--- config.mk ---
export PLATFORM = sky130hd
export DESIGN_NAME = hms_segment_scan
export DESIGN_NICKNAME = d
export VERILOG_FILES = /design/src/rtl/hms_scan_pkg.sv /design/src/rtl/hms_bcd_split.sv /design/src/rtl/hms_dwell_timer.sv /design/src/rtl/hms_scan_fsm.sv /design/src/rtl/hms_digit_select.sv /design/src/rtl/hms_segment_scan.sv
export SDC_FILE = /design/constraint.sdc
export NUM_CORES = 1
export LEC_CHECK = 0
export BUFFER_PORTS_ARGS = -buffer_cell sky130_fd_sc_hd__buf_2
export CORE_ASPECT_RATIO = 0.9
export CORE_MARGIN = 8
export CORE_UTILIZATION = 50
export CTS_BUF_LIST = sky130_fd_sc_hd__clkbuf_8
export CTS_CLUSTER_SIZE = 40
export DETAILED_ROUTE_END_ITERATION = 6
export PLACE_DENSITY = 0.69
export SYNTH_ARGS = -nofsm -noshare
export SYNTH_HDL_FRONTEND = slang
export SYNTH_HIERARCHICAL = 1
export SYNTH_SLANG_ARGS = --single-unit
--- constraint.sdc ---
create_clock -name clk -period 3.2 [get_ports clk]
set_input_delay 0.48 -clock clk [delete_from_list [all_inputs] [get_ports clk]]
set_output_delay 0.48 -clock clk [all_outputs]
set_load 0.1 [all_outputs]
--- src/rtl/hms_scan_pkg.sv ---
package hms_scan_pkg;

    localparam int          SLOT_COUNT = 6;
    localparam int          POS_COUNT  = 8;
    localparam logic [7:0]  ALL_DARK   = 8'hFF;

    typedef enum logic [2:0] {
        SLOT_SEC_U = 3'd0,
        SLOT_SEC_T = 3'd1,
        SLOT_MIN_U = 3'd2,
        SLOT_MIN_T = 3'd3,
        SLOT_HR_U  = 3'd4,
        SLOT_HR_T  = 3'd5
    } scan_slot_e;

    typedef struct packed {
        logic [3:0] tens;
        logic [3:0] units;
    } bcd_pair_t;

    typedef struct packed {
        logic [7:0] seg_n;
        logic [7:0] dig_n;
    } drive_t;

    // Active-low glyph for one decimal digit; decimal point (bit 7) stays dark.
    function automatic logic [7:0] glyph(input logic [3:0] d);
        logic [7:0] g;
        case (d)
            4'd0:    g = 8'hC0;
            4'd1:    g = 8'hF9;
            4'd2:    g = 8'hA4;
            4'd3:    g = 8'hB0;
            4'd4:    g = 8'h99;
            4'd5:    g = 8'h92;
            4'd6:    g = 8'h82;
            4'd7:    g = 8'hF8;
            4'd8:    g = 8'h80;
            4'd9:    g = 8'h90;
            default: g = ALL_DARK;
        endcase
        return g;
    endfunction

    // Physical display position used by each slot; 2 and 5 are separators.
    function automatic logic [2:0] slot_position(input scan_slot_e s);
        logic [2:0] p;
        case (s)
            SLOT_SEC_U: p = 3'd0;
            SLOT_SEC_T: p = 3'd1;
            SLOT_MIN_U: p = 3'd3;
            SLOT_MIN_T: p = 3'd4;
            SLOT_HR_U:  p = 3'd6;
            SLOT_HR_T:  p = 3'd7;
            default:    p = 3'd0;
        endcase
        return p;
    endfunction

    function automatic logic [7:0] slot_enable(input scan_slot_e s);
        logic [7:0] e;
        case (s)
            SLOT_SEC_U, SLOT_SEC_T, SLOT_MIN_U,
            SLOT_MIN_T, SLOT_HR_U, SLOT_HR_T:
                e = ~(8'(1) << slot_position(s));
            default:
                e = ALL_DARK;
        endcase
        return e;
    endfunction

    function automatic scan_slot_e slot_after(input scan_slot_e s);
        scan_slot_e n;
        case (s)
            SLOT_SEC_U: n = SLOT_SEC_T;
            SLOT_SEC_T: n = SLOT_MIN_U;
            SLOT_MIN_U: n = SLOT_MIN_T;
            SLOT_MIN_T: n = SLOT_HR_U;
            SLOT_HR_U:  n = SLOT_HR_T;
            default:    n = SLOT_SEC_U;
        endcase
        return n;
    endfunction

    // Expected successor of an enable pattern (used by the checker).
    function automatic logic [7:0] enable_after(input logic [7:0] en);
        logic [7:0] n;
        case (en)
            8'hFE:   n = 8'hFD;
            8'hFD:   n = 8'hF7;
            8'hF7:   n = 8'hEF;
            8'hEF:   n = 8'hBF;
            8'hBF:   n = 8'h7F;
            8'h7F:   n = 8'hFE;
            default: n = ALL_DARK;
        endcase
        return n;
    endfunction

    function automatic logic is_glyph(input logic [7:0] s);
        logic hit;
        hit = 1'b0;
        for (int i = 0; i < 10; i++) begin
            if (glyph(4'(i)) == s) hit = 1'b1;
        end
        return hit;
    endfunction

endpackage

--- src/rtl/hms_bcd_split.sv ---
module hms_bcd_split
    import hms_scan_pkg::*;
#(
    parameter int W = 6
) (
    input  logic [W-1:0] value,
    output bcd_pair_t    digits
);

    always_comb begin
        digits.tens  = 4'(value / W'(10));
        digits.units = 4'(value % W'(10));
    end

endmodule

--- src/rtl/hms_dwell_timer.sv ---
module hms_dwell_timer #(
    parameter int DWELL = 250000
) (
    input  logic clk,
    input  logic rst,
    output logic slot_start,
    output logic slot_end
);

    localparam int            CW   = (DWELL > 1) ? $clog2(DWELL) : 1;
    localparam logic [CW-1:0] LAST = CW'(DWELL - 1);

    logic [CW-1:0] cnt;

    always_ff @(posedge clk) begin
        if (rst) begin
            cnt <= '0;
        end else if (cnt == LAST) begin
            cnt <= '0;
        end else begin
            cnt <= cnt + 1'b1;
        end
    end

    assign slot_start = (cnt == '0);
    assign slot_end   = (cnt == LAST);

endmodule

--- src/rtl/hms_scan_fsm.sv ---
module hms_scan_fsm
    import hms_scan_pkg::*;
(
    input  logic       clk,
    input  logic       rst,
    input  logic       advance,
    output scan_slot_e slot
);

    always_ff @(posedge clk) begin
        if (rst) begin
            slot <= SLOT_SEC_U;
        end else if (advance) begin
            slot <= slot_after(slot);
        end
    end

endmodule

--- src/rtl/hms_digit_select.sv ---
module hms_digit_select
    import hms_scan_pkg::*;
(
    input  scan_slot_e          slot,
    input  bcd_pair_t [2:0]     fields,
    output drive_t              drive
);

    logic [3:0] digit;
    logic [7:0] enable;

    always_comb begin
        enable = slot_enable(slot);
        case (slot)
            SLOT_SEC_U: digit = fields[0].units;
            SLOT_SEC_T: digit = fields[0].tens;
            SLOT_MIN_U: digit = fields[1].units;
            SLOT_MIN_T: digit = fields[1].tens;
            SLOT_HR_U:  digit = fields[2].units;
            SLOT_HR_T:  digit = fields[2].tens;
            default: begin
                digit  = 4'd0;
                enable = ALL_DARK;
            end
        endcase
        drive.seg_n = glyph(digit);
        drive.dig_n = enable;
    end

endmodule

--- src/rtl/hms_segment_scan.sv ---
module hms_segment_scan
    import hms_scan_pkg::*;
#(
    parameter int DWELL    = 250000,
    parameter int HOUR_W   = 5,
    parameter int MINSEC_W = 6
) (
    input  logic                clk,
    input  logic                rst,
    input  logic [HOUR_W-1:0]   hours,
    input  logic [MINSEC_W-1:0] minutes,
    input  logic [MINSEC_W-1:0] seconds,
    output logic [7:0]          seg_n,
    output logic [7:0]          dig_n
);

    localparam int FIELDS  = 3;
    localparam int FIELD_W = (HOUR_W > MINSEC_W) ? HOUR_W : MINSEC_W;

    logic [FIELDS-1:0][FIELD_W-1:0] field_bin;
    bcd_pair_t [FIELDS-1:0]         field_bcd;
    logic                           slot_start;
    logic                           slot_end;
    scan_slot_e                     slot;
    drive_t                         drive_next;
    drive_t                         drive_q;

    assign field_bin[0] = FIELD_W'(seconds);
    assign field_bin[1] = FIELD_W'(minutes);
    assign field_bin[2] = FIELD_W'(hours);

    for (genvar g = 0; g < FIELDS; g++) begin : g_split
        hms_bcd_split #(.W(FIELD_W)) u_split (
            .value  (field_bin[g]),
            .digits (field_bcd[g])
        );
    end

    hms_dwell_timer #(.DWELL(DWELL)) u_timer (
        .clk        (clk),
        .rst        (rst),
        .slot_start (slot_start),
        .slot_end   (slot_end)
    );

    hms_scan_fsm u_fsm (
        .clk     (clk),
        .rst     (rst),
        .advance (slot_end),
        .slot    (slot)
    );

    hms_digit_select u_select (
        .slot   (slot),
        .fields (field_bcd),
        .drive  (drive_next)
    );

    // Segment and enable buses load together, once per slot.
    always_ff @(posedge clk) begin
        if (rst) begin
            drive_q <= '{seg_n: ALL_DARK, dig_n: ALL_DARK};
        end else if (slot_start) begin
            drive_q <= drive_next;
        end
    end

    assign seg_n = drive_q.seg_n;
    assign dig_n = drive_q.dig_n;

endmodule

Word-level counts from Yosys, hierarchy flattened
Memory sizes are Yosys's and may differ from the RTL's. A register that Yosys moved wholly into a read port is not among the register bits.
Cells that the tools add are included.
{"block": "op_classes", "n_div": 6, "addsub": 1, "n_eq_ne": 6, "n_reduce_logical": 4, "bitwise_logic": 1, "n_shift": 1, "mul": 0, "n_mux": 5, "order_cmp": 0}
{"cell": "$pmux W3 S5", "count": 2}
{"cell": "$pmux W4 S6", "count": 1}
{"cell": "$add A18 B1 Y18 const B", "count": 1}
{"cell": "$eq A18 B18 Y1 const B", "count": 1}
{"cell": "$logic_not A18 Y1", "count": 1}
{"cell": "$div A6 B4 Y6 const B", "count": 2}
{"cell": "$mod A6 B4 Y6 const B", "count": 2}
{"cell": "$mux W8", "count": 1}
{"cell": "$not A8 Y8", "count": 1}
{"cell": "$shl A1 B3 Y8 const A", "count": 1}
{"cell": "$div A5 B4 Y6 const B", "count": 1}
{"cell": "$eq A3 B2 Y1 const B", "count": 2}
{"cell": "$eq A3 B3 Y1 const B", "count": 2}
{"cell": "$mod A5 B4 Y6 const B", "count": 1}
{"cell": "$reduce_or A6 Y1", "count": 1}
{"cell": "$eq A3 B1 Y1 const B", "count": 1}
{"cell": "$logic_not A3 Y1", "count": 1}
{"cell": "$mux W3", "count": 1}
{"cell": "$reduce_or A2 Y1", "count": 1}
{"block": "totals", "mem_bits_rw": 0, "latch_bits": 0, "ff_bits": 37, "inputBits": 19, "wordCells": 29, "memories": 1, "romBits": 112}
{"memory": "(no name shown)", "depth": 16, "width": 7, "read_ports": 1, "rd_clocked_by_memory_dff": 1, "wr": 0, "line_no": "hms_scan_pkg.sv:29", "rtl": "case (d)"}

Longest topological paths before layout
Gate-level depths: netlist (run 1).
{"block": "logic_depth", "ltp_word": 6, "depth_mapped": 15, "mapped_depth_nobuf": 14}

Hierarchy
The synthesis (run 1) kept the hierarchy.
{"module": "hms_bcd_split", "seq_area_each_um2": 0.0, "cells_per_inst": 53, "instances": 3, "area_per_inst_um2": 346.6}
{"module": "hms_dwell_timer", "seq_area_each_um2": 360.3, "cells_per_inst": 101, "instances": 1, "area_per_inst_um2": 877.1}
{"module": "hms_segment_scan", "seq_area_each_um2": 320.3, "cells_per_inst": 54, "instances": 1, "area_per_inst_um2": 603.1}
{"module": "hms_digit_select", "seq_area_each_um2": 0.0, "cells_per_inst": 71, "instances": 1, "area_per_inst_um2": 544.3}
{"module": "hms_scan_fsm", "seq_area_each_um2": 60.1, "cells_per_inst": 16, "instances": 1, "area_per_inst_um2": 140.1}

Worst setup path before layout (run 1)
Ideal clock, no wire load.
{"block": "synth_path", "path_kind": "in2reg", "startpoint": "input port seconds[3]", "endpoint": "register seg_n[0] (netlist name)", "slack_ns": 0.092, "arrival_ns": 2.989, "setup_time_ns": 0.120, "cell_stages": 13, "path_buffers": 1, "cell_sequence": "buf_6 -> or2b_1 -> o211ai_1 -> o21ai_0 -> ha_1 -> a41oi_1 -> or3_1 -> nor3b_1 -> a21oi_2 -> o221ai_4 -> or3_4 -> a21boi_0 -> a211o_1"}
{"element": "start: declaration", "line_no": "hms_segment_scan.sv:12", "rtl": "input logic [MINSEC_W-1:0] seconds,"}

==> metrics.json, run 1 <==
{
  "run_status": {
    "status": "finished, final reports clean"
  },
  "placement": {
    "number_of_placed_cells_counting_well_taps": 514,
    "hpwl_um": 4780,
    "gp_weighted_congestion": 0.861,
    "detailedPlace.worstSlack_ps": -53.5,
    "numPortBuffers": 34
  },
  "worst_setup_path": {
    "setup.worst_path.start": "seconds[5]",
    "setup_crit_start_kind": "input port",
    "startpoint_of_the_worst_register_to_register_path": "u_fsm/slot[2]$_SDFFE_PP0P_",
    "required_ps": 3390,
    "cp-end-kind": "flop",
    "worstPathMaxFanout": 5,
    "critPathKind": "in2reg",
    "arrival_time_reported_for_the_critical_path_endpoint_ps": 3100
  },
  "synth": {
    "postSynth.asyncResetShare_pct": 0,
    "prevailing_post_synth_register_cell": "sky130_fd_sc_hd__dfxtp_1",
    "synth_top_family_by_area": "simple AND/OR/NAND/NOR gates",
    "synth_xor_xnor_area_share_pct": 6.01,
    "synth_simple_gate_area_share_pct": 28.2,
    "muxShareOfSynthArea_pct": 4.96,
    "synth-compound-area-share_pct": 23.0,
    "synth.lib_cells_used.distinct": 57,
    "synthesized_area_per_cell_um2": 7.99,
    "synth_area_um2": 3200,
    "syn-instance-count": 401,
    "post_synth_fa_ha_maj_area_fraction_pct": 3.90,
    "yosysWarningCount": 6,
    "ys_ff_latch": 37,
    "seq_area_frac_synth_pct": 23.1,
    "synth-edff-count": 0
  },
  "die": {
    "die_width_um": 100,
    "floorplan.core_area_um2": 6150,
    "fp-row-count": 27,
    "start_util_pct": 52.1,
    "design.die.area_um2": 9230,
    "boundaryPins": 35,
    "vertical_die_dimension_um": 91.9
  },
  "finish": {
    "multi_input_comb_area_um2": 2170,
    "area.growth.synth_to_final_pct": 9.84,
    "layout.core_utilization_pct": 57.2,
    "layout_common_cells": "sky130_fd_sc_hd__nor2_1, sky130_fd_sc_hd__dfxtp_1, sky130_fd_sc_hd__buf_2",
    "most_common_cell_after_layout_fill_and_taps_aside": "sky130_fd_sc_hd__nor2_1",
    "drive_above_1_share_pct": 19.8,
    "fin_nets": 463,
    "diodes": 0,
    "ff_latch_area_um2": 741,
    "number_of_fill_cells": 580,
    "stdcell_count": 522
  },
  "min_path": {
    "worstHoldStart": "u_timer/cnt[0]$_SDFF_PP0_",
    "hp_class": "reg2reg"
  },
  "timing": {
    "post-route-period-util_pct": 91.1,
    "setup-violations-final": 0,
    "setup_slack_ps": 284,
    "period_minus_slack_ps": 2920,
    "timing.final.max_slew_violations": 0,
    "max_slew_margin_pct": 58.1,
    "timing.final.hold_violations": 0,
    "rsz_0062_raised_after_global_routing": "no",
    "tightest_slew_ps": 629,
    "clock-skew-final_ps": 7.34,
    "max_clock_freq_mhz": 343
  },
  "clocking": {
    "cts_repair_resize_count": 0,
    "numCtsBuffers": 5,
    "cts.path.max_buffers": 2,
    "htree_levels": 2,
    "postCtsSetupBuffers": 0,
    "tritoncts_clock_tree": "done",
    "worst_setup_hold_path_clk_slew_ps": 80,
    "hold_buffers": 0,
    "cts.sinks": 37,
    "clock_insertion_delay_worst_skew_ps": 290,
    "clk_root_buffer_cell": "sky130_fd_sc_hd__clkbuf_8"
  },
  "pwr": {
    "power.total_uw": 1630,
    "power_per_cell_area_nw_per_um2": 464,
    "power.ir.vdd_worst_mv": 0.268,
    "leakage_dissipation_uw": 0.00140
  },
  "detailed_routing": {
    "final_antenna_net_count": 0,
    "detail_route.wirelength_um": 6440,
    "dr_total_vias": 2760,
    "drt-vias-per-instance": 5.29,
    "drc_errors": 0,
    "drt-wirelength-per-cell_um": 12.3,
    "drt_first_pass_iters": 4,
    "drt_iter0_drc": 99
  },
  "grt": {
    "maximum_number_of_pins_on_one_net_before_global_route_repair": 33,
    "grt_antenna_before_repair": 0,
    "first_global_vias": 2483,
    "gr-total-overflow": 0,
    "grt_pass1_wl_um": 11200,
    "grt_use_total_pct": 14.0
  },
  "flow_run": {
    "drv.max_cap_violation_count": 0
  }
}
layer usage:
layer  wire (µm)  track usage, %  share of wire (%)
met1        3270            18.8                 51
met2        2830            22.3                 44
met3         307            3.10                4.8
met4          40            3.40               0.62
met5           0               0                  0
report_power, final:
part / total (µW) / internal [µW] / switching [µW]
registers: 517 / 495 / 21.9
logic: 629 / 203 / 425
clock network: 488 / 314 / 174
path summary, 6_finish.rpt:
kind	slack [ps]	endpoint	depth (start not counted)
worst max register to register	800	seg_n[3]$_SDFFE_PP1P_	7
worst min-delay path	490	u_timer/cnt[0]$_SDFF_PP0_	1
worst max-delay path	280	seg_n[0]$_SDFFE_PP1P_	14
worst min register to register	490	u_timer/cnt[0]$_SDFF_PP0_	1
Yosys cell counts, types with 2 or more instances:
| master | number | area [µm²] |
|---|---|---|
| sky130_fd_sc_hd__nor2_1 | 39 | 146 |
| sky130_fd_sc_hd__dfxtp_1 | 37 | 741 |
| sky130_fd_sc_hd__nand2_1 | 27 | 101 |
| sky130_fd_sc_hd__o21ai_0 | 23 | 115 |
| sky130_fd_sc_hd__a21oi_1 | 20 | 100 |
| sky130_fd_sc_hd__a211o_1 | 19 | 166 |
| sky130_fd_sc_hd__xnor2_1 | 17 | 149 |
| sky130_fd_sc_hd__nor2b_1 | 16 | 100 |
| sky130_fd_sc_hd__inv_1 | 15 | 56.3 |
| sky130_fd_sc_hd__buf_4 | 12 | 90.1 |
| sky130_fd_sc_hd__buf_6 | 12 | 135 |
| sky130_fd_sc_hd__mux2i_1 | 11 | 110 |
| sky130_fd_sc_hd__ha_1 | 10 | 125 |
| sky130_fd_sc_hd__nor3_1 | 9 | 45.0 |
| sky130_fd_sc_hd__buf_2 | 8 | 40.0 |
| sky130_fd_sc_hd__nand2b_1 | 8 | 50.1 |
| sky130_fd_sc_hd__nand3_1 | 8 | 40.0 |
| sky130_fd_sc_hd__and2b_1 | 7 | 52.6 |
| sky130_fd_sc_hd__or2b_1 | 7 | 52.6 |
| sky130_fd_sc_hd__nor4_1 | 6 | 37.5 |
| sky130_fd_sc_hd__o211ai_1 | 6 | 45.0 |
| sky130_fd_sc_hd__conb_1 | 5 | 18.8 |
| sky130_fd_sc_hd__nand3b_1 | 5 | 37.5 |
| sky130_fd_sc_hd__xor2_1 | 5 | 43.8 |
| sky130_fd_sc_hd__a21boi_0 | 4 | 30.0 |
| sky130_fd_sc_hd__a21o_1 | 4 | 30.0 |
| sky130_fd_sc_hd__a21o_2 | 4 | 35.0 |
| sky130_fd_sc_hd__nor3b_1 | 4 | 30.0 |
| sky130_fd_sc_hd__or3_1 | 4 | 25.0 |
| sky130_fd_sc_hd__or4_1 | 4 | 30.0 |
| sky130_fd_sc_hd__a41oi_1 | 3 | 26.3 |
| sky130_fd_sc_hd__mux2_2 | 3 | 33.8 |
| sky130_fd_sc_hd__nand2_2 | 3 | 18.8 |
| sky130_fd_sc_hd__o21a_1 | 3 | 22.5 |
| sky130_fd_sc_hd__o21bai_2 | 3 | 33.8 |
| sky130_fd_sc_hd__o22ai_1 | 3 | 18.8 |
| sky130_fd_sc_hd__a211oi_1 | 2 | 15.0 |
| sky130_fd_sc_hd__and4_1 | 2 | 17.5 |
| sky130_fd_sc_hd__clkbuf_1 | 2 | 7.51 |
| sky130_fd_sc_hd__nand4b_1 | 2 | 17.5 |
| sky130_fd_sc_hd__o31ai_1 | 2 | 15.0 |
| sky130_fd_sc_hd__or4_4 | 2 | 22.5 |
logic make-up (layout without fill, tap and decap cells):
kind of cell / count (synthesis) / after routing
and+or+nand+nor: 160 / 160
AOI/OAI and AO/OA: 103 / 103
buffers and inverters: 49 / 75
DFF: 37 / 37
xor gates and xnor gates: 22 / 22
muxes: 15 / 15
adders and majority gates: 10 / 10
other: 5 / 13
metrics by stage:
step                hold slack (ps)  cell area, µm²  TNS [ps]
finish                          490            3520         0
global route                    511            3520         0
CTS                             493            3520         0
detailed placement              474            3380      -208
global placement                464            3380         0
floorplan                       451            3230         0
critical path, cell delays in order:
cell	delay, ps
sky130_fd_sc_hd__buf_2	120
sky130_fd_sc_hd__or2b_1	240
sky130_fd_sc_hd__o211ai_1	160
sky130_fd_sc_hd__o21ai_0	110
sky130_fd_sc_hd__ha_1	240
sky130_fd_sc_hd__nor3b_1	240
sky130_fd_sc_hd__nor2_1	60
sky130_fd_sc_hd__o211ai_1	180
sky130_fd_sc_hd__mux2_2	180
sky130_fd_sc_hd__a221oi_1	70
sky130_fd_sc_hd__a21o_2	230
sky130_fd_sc_hd__or3_4	380
sky130_fd_sc_hd__a21boi_0	130
sky130_fd_sc_hd__a211o_1	290
final cells by class:
cell class                      count  share of cell area (%)
Clock buffer                        5                    1.96
Clock inverter                      3                    1.96
Inverter                           15                    1.60
Multi-Input combinational cell    323                    61.7
Sequential cell                    37                    21.0
Tap cell                           87                    3.09
Timing Repair Buffer               52                    8.67
flip-flops by register name, summed over array words and instances, names as in the netlist:
register and count:
dig_n 8, seg_n 8, u_fsm/slot 3, u_timer/cnt 18
Note: power is estimated with default switching activity, not from simulation.
==> run 2, diff against run 1 <==
--- a/config.mk
+++ b/config.mk
@@ -13,4 +13,5 @@
 export CTS_CLUSTER_SIZE = 40
 export DETAILED_ROUTE_END_ITERATION = 6
+export GPL_ROUTABILITY_DRIVEN = 0
 export PLACE_DENSITY = 0.69
 export SYNTH_ARGS = -nofsm -noshare
==> constraint.sdc (replaced) <==
create_clock -name clk -period 2.4 [get_ports clk]
set_input_delay 0.36 -clock clk [delete_from_list [all_inputs] [get_ports clk]]
set_output_delay 0.36 -clock clk [all_outputs]
set_load 0.005 [all_outputs]
==> run 2 against run 1 <==
Compared with the run above: the run now ends with negative setup slack left; routed wire length is 9.7% higher; critical path depth down 1; register-to-register slack worse by 740 ps; worst hold slack worse by 13 ps; clock-buffer cell count increased by 1; first-iteration DRC count rose by 27%; non-clock buffer count up 35; setup slack worse by 620 ps; sequential power up 33%; clock skew increased by 3.1 ps; largest power group is now sequential cells; highest routed layer unchanged.
==> metrics.json, run 2 (synthesis gave the netlist of run 1 again) <==
{
  "worst_setup_path": {
    "critical-path-slowest-cell": "sky130_fd_sc_hd__or3_4",
    "arrival_time_reported_for_the_critical_path_endpoint": {"value": 2920, "unit": "ps", "change": "-180 ps"},
    "crit_chain": "buf_8, or2b_1, o211ai_1, o21ai_1, ha_2, a41oi_2, or3_1, nor3b_4, a21oi_2, o221ai_4, or3_4, a21boi_2, a211o_1",
    "startpoint_of_the_worst_register_to_register_path": "u_fsm/slot[2]$_SDFFE_PP0P_",
    "path_buf_inv": {"value": 1, "change": "unchanged"},
    "cp-end-kind": "flop",
    "worstPathMaxFanout": {"value": 5, "change": "unchanged"},
    "required": {"value": 2580, "unit": "ps", "change": "-810 ps"},
    "worst_path_dominant_cell_family": "simple AND/OR/NAND/NOR gates",
    "crit-reg2reg-capture": "seg_n[6]$_SDFFE_PP1P_",
    "setup_crit_start_kind": "input port",
    "r2r_slack": {"value": 60, "unit": "ps", "change": "-740 ps"},
    "critPathKind": "in2reg",
    "timing.reg2reg.worst_path_depth": {"value": 8, "change": "+1"},
    "cp_slowest_stage_delay": {"value": 370, "unit": "ps", "change": "about the same"}
  },
  "grt": {
    "first_global_vias": {"value": 2816, "change": "+13%"},
    "gr-total-overflow": {"value": 0, "change": "unchanged"},
    "grt_pass1_wl": {"value": 12300, "unit": "µm", "change": "+10%"},
    "grt_use_total": {"value": 15.5, "unit": "%", "change": "+1.5 points"},
    "maximum_number_of_pins_on_one_net_before_global_route_repair": {"value": 33, "change": "unchanged"},
    "grt_antenna_before_repair": {"value": 0, "change": "unchanged"}
  },
  "die": {
    "fp-row-count": {"value": 27, "change": "unchanged"},
    "vertical_die_dimension": {"value": 91.9, "unit": "µm", "change": "unchanged"},
    "die_width": {"value": 100, "unit": "µm", "change": "unchanged"},
    "design.die.area": {"value": 9230, "unit": "µm²", "change": "unchanged"},
    "boundaryPins": {"value": 35, "change": "unchanged"},
    "start_util": {"value": 52.1, "unit": "%", "change": "unchanged"},
    "floorplan.core_area": {"value": 6150, "unit": "µm²", "change": "unchanged"}
  },
  "placement": {
    "hpwl": {"value": 5430, "unit": "µm", "change": "+14%"},
    "numPortBuffers": {"value": 34, "change": "unchanged"}
  },
  "detailed_routing": {
    "detail_route.wirelength": {"value": 7070, "unit": "µm", "change": "+9.7%"},
    "drc_errors": {"value": 0, "change": "unchanged"},
    "drt_first_pass_iters": {"value": 4, "change": "unchanged"},
    "drt-wirelength-per-cell": {"value": 12.7, "unit": "µm", "change": "+2.8%"},
    "drt-vias-per-instance": {"value": 5.27, "change": "-0.24%"},
    "final_antenna_net_count": {"value": 0, "change": "unchanged"},
    "dr_total_vias": {"value": 2938, "change": "+6.4%"},
    "drt_iter0_drc": {"value": 126, "change": "+27%"}
  },
  "clocking": {
    "hold_buffers": {"value": 0, "change": "unchanged"},
    "clk_root_buffer_cell": "sky130_fd_sc_hd__clkbuf_8",
    "numCtsBuffers": {"value": 5, "change": "unchanged"},
    "worst_setup_hold_path_clk_slew": {"value": 80, "unit": "ps", "change": "about the same"},
    "clock_insertion_delay_worst_skew": {"value": 290, "unit": "ps", "change": "about the same"},
    "cts.path.max_buffers": {"value": 2, "change": "unchanged"},
    "cts.sinks": {"value": 37, "change": "unchanged"},
    "tritoncts_clock_tree": "done",
    "htree_levels": {"value": 2, "change": "unchanged"}
  },
  "timing": {
    "max_clock_freq_mhz": 366,
    "timing.final.hold_violations": {"value": 0, "change": "unchanged"},
    "setup-violations-final": {"value": 7, "change": "+7"},
    "setup_slack": {"value": -336, "unit": "ps", "change": "-620 ps"},
    "post-route-period-util_pct": 114,
    "clock-skew-final": {"value": 10.4, "unit": "ps", "change": "+3.06 ps"},
    "timing.setup.tns": {"value": -1980, "unit": "ps", "change": "-1980 ps"},
    "timing.final.max_slew_violations": {"value": 0, "change": "unchanged"},
    "finalHoldWorstSlack": {"value": 477, "unit": "ps", "change": "-12.7 ps"},
    "rsz_0062_raised_after_global_routing": "yes",
    "period_minus_slack_ps": 2740
  },
  "finish": {
    "number_of_fill_cells": {"value": 568, "change": "-2.1%"},
    "fin_nets": {"value": 498, "change": "+7.6%"},
    "drive_above_1_share": {"value": 27.9, "unit": "%", "change": "+8.1 points"},
    "area.growth.synth_to_final_pct": 19.3,
    "largest_register_ff_count": {"value": 18, "change": "unchanged"},
    "largest-register": "u_timer/cnt",
    "most_common_cell_after_layout_fill_and_taps_aside": "sky130_fd_sc_hd__buf_4",
    "diodes": {"value": 0, "change": "unchanged"},
    "layout_common_cells": "sky130_fd_sc_hd__buf_4, sky130_fd_sc_hd__nor2_1, sky130_fd_sc_hd__dfxtp_1"
  },
  "flow_run": {
    "drv.max_cap_violation_count": {"value": 0, "change": "unchanged"}
  },
  "run_status": {
    "status": "complete, but fails checks",
    "violations": "negative setup slack"
  },
  "min_path": {
    "hp_class": "in2reg",
    "worstHoldStart": "rst",
    "number_of_cells_traversed_by_the_worst_hold_path": {"value": 2, "change": "+1"},
    "hold-path-endpoint": "u_fsm/slot[0]$_SDFFE_PP0P_"
  },
  "pwr": {
    "power.ir.vdd_worst": {"value": 0.232, "unit": "mV", "change": "-13%"},
    "leakage_dissipation": {"value": 0.00157, "unit": "µW", "change": "+12%"},
    "power_per_cell_area": {"value": 469, "unit": "nW/µm²", "change": "+1.1%"}
  }
}
-- run 2: changes by cell type in the layout (fill, tap and decap cells not counted), moves of 2 or more --
cell	delta
sky130_fd_sc_hd__bufinv_16	-2
sky130_fd_sc_hd__o21ai_1	+2
sky130_fd_sc_hd__a21boi_2	+4
sky130_fd_sc_hd__ha_1	-2
sky130_fd_sc_hd__a21boi_0	-4
sky130_fd_sc_hd__buf_2	-2
sky130_fd_sc_hd__o21ai_0	-2
sky130_fd_sc_hd__nor3b_1	-2
sky130_fd_sc_hd__ha_2	+2
sky130_fd_sc_hd__buf_4	+34
-- run 2: area by class of cell --
class / instances / area (µm²) / share of cell area (%)
Clock inverter: 2 / 13.8 / 0.360
Clock buffer: 6 / 82.6 / 2.16
Multi-Input combinational cell: 323 / 2220 / 58.2
Timing Repair Buffer: 87 / 597 / 15.6
Inverter: 15 / 56.3 / 1.47
Sequential cell: 37 / 741 / 19.4
Tap cell: 87 / 109 / 2.85
-- run 2: repair_timing --
action                     CTS  global route
pin swaps                    3             3
setup endpoints to repair    7             7
setup buffers                1             0
resized for setup           10             3
gates cloned                 0             0
-- run 2: stage by stage --
step / power (µW) / instances / utilization, % / setup slack, ps / cell area [µm²]
floorplan: 1150 / 409 / - / -574 / 3250
finish: 1790 / 557 / 62.2 / -336 / 3820
detailed placement: 1330 / 548 / 59.6 / -643 / 3670
global placement: 1310 / 548 / 59.6 / -590 / 3670
CTS: 1800 / 557 / 61.9 / -337 / 3810
global route: 1910 / 557 / 62.2 / -471 / 3820
-- run 2: power by group --
part	switching [µW]	leakage, µW	internal [µW]
clock	223	0.0000512	233
sequential	28.5	0.000303	660
combinational	310	0.00122	340
-- run 2: worst reg2reg max path, cell delays in order (launching register included) --
cell	delay (ps)
sky130_fd_sc_hd__dfxtp_1	630
sky130_fd_sc_hd__mux2i_1	270
sky130_fd_sc_hd__o21ai_0	100
sky130_fd_sc_hd__a21oi_1	370
sky130_fd_sc_hd__inv_1	120
sky130_fd_sc_hd__ha_1	210
sky130_fd_sc_hd__mux2i_1	180
sky130_fd_sc_hd__a21boi_2	70
sky130_fd_sc_hd__a211o_1	280
-- run 2: worst max-delay path by stage --
stage / end / depth (start not counted) / start / slack [ps]
2_1_floorplan: seg_n[0]$_SDFFE_PP1P_ / 13 / seconds[3] / -570
3_3_place_gp: seg_n[3]$_SDFFE_PP1P_ / 13 / seconds[5] / -590
3_5_place_dp: seg_n[3]$_SDFFE_PP1P_ / 13 / seconds[5] / -640
4_1_cts: seg_n[6]$_SDFFE_PP1P_ / 13 / seconds[5] / -340
5_1_grt: seg_n[6]$_SDFFE_PP1P_ / 13 / seconds[5] / -470
6_report: seg_n[6]$_SDFFE_PP1P_ / 13 / seconds[5] / -340
-- run 2: metal layers --
layer	global-route usage, %	wire length [µm]	vias to the layer above
met5	0	0	-
met4	3.27	54	0
met3	3.32	283	7
met2	24.6	3140	52
met1	21.1	3590	1352
li1	-	-	1527
==> run 3, diff against run 2 <==
Settings changed: CORE_UTILIZATION 50 to 55, PLACE_DENSITY 0.69 to 0.75.
==> run 3 against run 2 <==
Compared with the run above: the flow still finishes with violations (negative setup slack); sequential power about the same; final cell count decreased by 2.9%; die area decreased by 7.6%; register-to-register slack about the same; setup slack improved by 26 ps; global-route usage increased by 1.9 points; maximum frequency increased by 0.96%; worst hold slack improved by 17 ps; largest cell class unchanged.
==> metrics.json, run 3 (synthesis gave the netlist of run 1 again) <==
{
  "run_status": {
    "status": "complete, but fails checks",
    "violations": "negative setup slack"
  },
  "clocking": {
    "worst_setup_hold_path_clk_slew": {"value": 80, "unit": "ps", "change": "about the same"},
    "cts.path.max_buffers": {"value": 2, "change": "unchanged"},
    "clock_insertion_delay_worst_skew": {"value": 300, "unit": "ps", "change": "about the same"},
    "numCtsBuffers": {"value": 5, "change": "unchanged"},
    "cts.sinks": {"value": 37, "change": "unchanged"},
    "tritoncts_clock_tree": "done",
    "htree_levels": {"value": 2, "change": "unchanged"},
    "clk_root_buffer_cell": "sky130_fd_sc_hd__clkbuf_8"
  },
  "timing": {
    "rsz_0062_raised_after_global_routing": "yes",
    "timing.final.hold_violations": {"value": 0, "change": "unchanged"},
    "tightest_slew_ps": 554,
    "post-route-period-util": {"value": 113, "unit": "%", "change": "-1.1 points"},
    "finalHoldWorstSlack": {"value": 494, "unit": "ps", "change": "+16.8 ps"},
    "clock-skew-final": {"value": 8.44, "unit": "ps", "change": "-1.95 ps"},
    "period_minus_slack": {"value": 2710, "unit": "ps", "change": "-26.0 ps"},
    "setup-violations-final": {"value": 7, "change": "unchanged"},
    "max_clock_freq": {"value": 369, "unit": "MHz", "change": "+0.96%"},
    "timing.final.max_slew_violations": {"value": 0, "change": "unchanged"},
    "max_slew_margin_pct": 63.0,
    "setup_slack": {"value": -310, "unit": "ps", "change": "+26.0 ps"}
  },
  "pwr": {
    "leakage_dissipation": {"value": 0.00159, "unit": "µW", "change": "+1.0%"},
    "power_per_cell_area": {"value": 495, "unit": "nW/µm²", "change": "+5.4%"},
    "power.ir.vdd_worst": {"value": 0.378, "unit": "mV", "change": "+63%"}
  },
  "detailed_routing": {
    "drt_iter0_drc": {"value": 158, "change": "+25%"},
    "detail_route.wirelength": {"value": 7260, "unit": "µm", "change": "+2.8%"},
    "drt-wirelength-per-cell": {"value": 13.4, "unit": "µm", "change": "+5.8%"},
    "final_antenna_net_count": {"value": 0, "change": "unchanged"},
    "drt_first_pass_iters": {"value": 4, "change": "unchanged"},
    "drc_errors": {"value": 0, "change": "unchanged"},
    "dr_total_vias": {"value": 2966, "change": "+0.95%"},
    "drt-vias-per-instance": {"value": 5.48, "change": "+3.9%"}
  },
  "worst_setup_path": {
    "worst_path_dominant_cell_family": "compound AO/OA/AOI/OAI gates",
    "crit_chain": "buf_6, or2b_1, o211ai_1, o21ai_1, ha_2, nor3b_2, nor2_1, o211ai_1, mux2_4, a221oi_2, a21o_2, or3_4, a21boi_2, a211o_1",
    "arrival_time_reported_for_the_critical_path_endpoint": {"value": 2900, "unit": "ps", "change": "-20 ps"},
    "critical-path-slowest-cell": "sky130_fd_sc_hd__or3_4",
    "cp-end-kind": "flop",
    "cpMostUsedCell": "sky130_fd_sc_hd__o211ai_1",
    "worstPathMaxFanout": {"value": 5, "change": "unchanged"},
    "setup_crit_start_kind": "input port",
    "r2r_slack": {"value": 50, "unit": "ps", "change": "about the same"},
    "required": {"value": 2590, "unit": "ps", "change": "about the same"},
    "path_buf_inv": {"value": 1, "change": "unchanged"},
    "cp_slowest_stage_delay": {"value": 410, "unit": "ps", "change": "+40 ps"},
    "critPathKind": "in2reg"
  },
  "grt": {
    "grt_pass1_wl": {"value": 12200, "unit": "µm", "change": "-0.62%"},
    "maximum_number_of_pins_on_one_net_before_global_route_repair": {"value": 33, "change": "unchanged"},
    "first_global_vias": {"value": 2760, "change": "-2.0%"},
    "grt_use_total": {"value": 17.4, "unit": "%", "change": "+1.9 points"},
    "gr-total-overflow": {"value": 0, "change": "unchanged"},
    "grt_antenna_before_repair": {"value": 0, "change": "unchanged"}
  },
  "die": {
    "floorplan.core_area": {"value": 5660, "unit": "µm²", "change": "-7.9%"},
    "die_width": {"value": 96.5, "unit": "µm", "change": "-3.9%"},
    "boundaryPins": {"value": 35, "change": "unchanged"},
    "vertical_die_dimension": {"value": 88.4, "unit": "µm", "change": "-3.8%"},
    "fp-row-count": {"value": 26, "change": "-3.7%"},
    "start_util": {"value": 56.6, "unit": "%", "change": "+4.5 points"},
    "design.die.area": {"value": 8530, "unit": "µm²", "change": "-7.6%"}
  },
  "finish": {
    "drive_above_1_share": {"value": 29.5, "unit": "%", "change": "+1.6 points"},
    "multi_input_comb_area": {"value": 2250, "unit": "µm²", "change": "+1.2%"},
    "most_common_cell_after_layout_fill_and_taps_aside": "sky130_fd_sc_hd__buf_4",
    "number_of_fill_cells": {"value": 486, "change": "-14%"},
    "layout_common_cells": "sky130_fd_sc_hd__buf_4, sky130_fd_sc_hd__nor2_1, sky130_fd_sc_hd__dfxtp_1",
    "largest-register": "u_timer/cnt",
    "ff_latch_area": {"value": 741, "unit": "µm²", "change": "unchanged"},
    "fin_nets": {"value": 499, "change": "+0.20%"},
    "area.growth.synth_to_final_pct": 20.5,
    "layout.core_utilization": {"value": 68.2, "unit": "%", "change": "+6.0 points"},
    "largest_register_ff_count": {"value": 18, "change": "unchanged"},
    "stdcell_count": {"value": 541, "change": "-2.9%"},
    "post_route_design_area": {"value": 3860, "unit": "µm²", "change": "+0.98%"},
    "diodes": {"value": 0, "change": "unchanged"}
  },
  "placement": {
    "number_of_placed_cells_counting_well_taps": {"value": 531, "change": "-3.1%"},
    "numPortBuffers": {"value": 34, "change": "unchanged"},
    "hpwl": {"value": 5320, "unit": "µm", "change": "-1.9%"},
    "place_area": {"value": 3640, "unit": "µm²", "change": "-0.58%"}
  },
  "flow_run": {
    "drv.max_cap_violation_count": {"value": 0, "change": "unchanged"}
  },
  "min_path": {
    "hp_class": "in2reg"
  }
}
run 3: changes by cell type in the layout (fill, tap and decap cells not counted), sizes merged:
| cell | delta |
|---|---|
| clkinv | -1 |
| bufinv | +1 |
| buf | +1 |
| clkinvlp | +1 |
| clkbuf | -1 |
run 3: cell type report:
class                      instances  area share (%)
sequential                        37            19.2
clock buffer                       5            1.78
inverter                          15            1.46
timing repair buffer              88            15.8
clock inverter                     3            1.20
tap                               70            2.27
multi-input combinational        323            58.3
run 3: metal layers:
metal	track usage, %	part of all wire (%)
met4	3.98	0.90
met3	3.56	4.4
met5	0	0
met2	29.5	47
met1	21.9	47
run 3: stage by stage:
stage | setup TNS [ps] | total power, µW | worst slack (ps)
2_1_floorplan | -3420 | 1150 | -574
3_3_place_gp | -3860 | 1310 | -591
3_5_place_dp | -4150 | 1320 | -649
4_1_cts | -1570 | 1890 | -285
5_1_grt | -2370 | 2030 | -386
6_report | -1810 | 1910 | -310
run 3: report_power, final:
| group | switching (µW) | internal, µW |
|---|---|---|
| sequential | 28.7 | 660 |
| clock | 237 | 311 |
| combinational | 323 | 351 |
run 3: worst paths after layout:
| kind | startpoint | to | cells after the start |
|---|---|---|---|
| min | rst | u_fsm/slot[2]$_SDFFE_PP0P_ | 2 |
| max | seconds[5] | seg_n[0]$_SDFFE_PP1P_ | 14 |
| max reg2reg | u_fsm/slot[1]$_SDFFE_PP0P_ | seg_n[0]$_SDFFE_PP1P_ | 8 |
| min reg2reg | u_timer/cnt[16]$_SDFF_PP0_ | u_timer/cnt[16]$_SDFF_PP0_ | 2 |
run 3: timing repair:
item / CTS / global route
hold buffers: 0 / 0
resized for setup: 12 / 8
pin swaps: 7 / 8
buffers inserted: 1 / 1
endpoints found under the hold margin: 0 / 0
setup endpoints to repair: 7 / 7
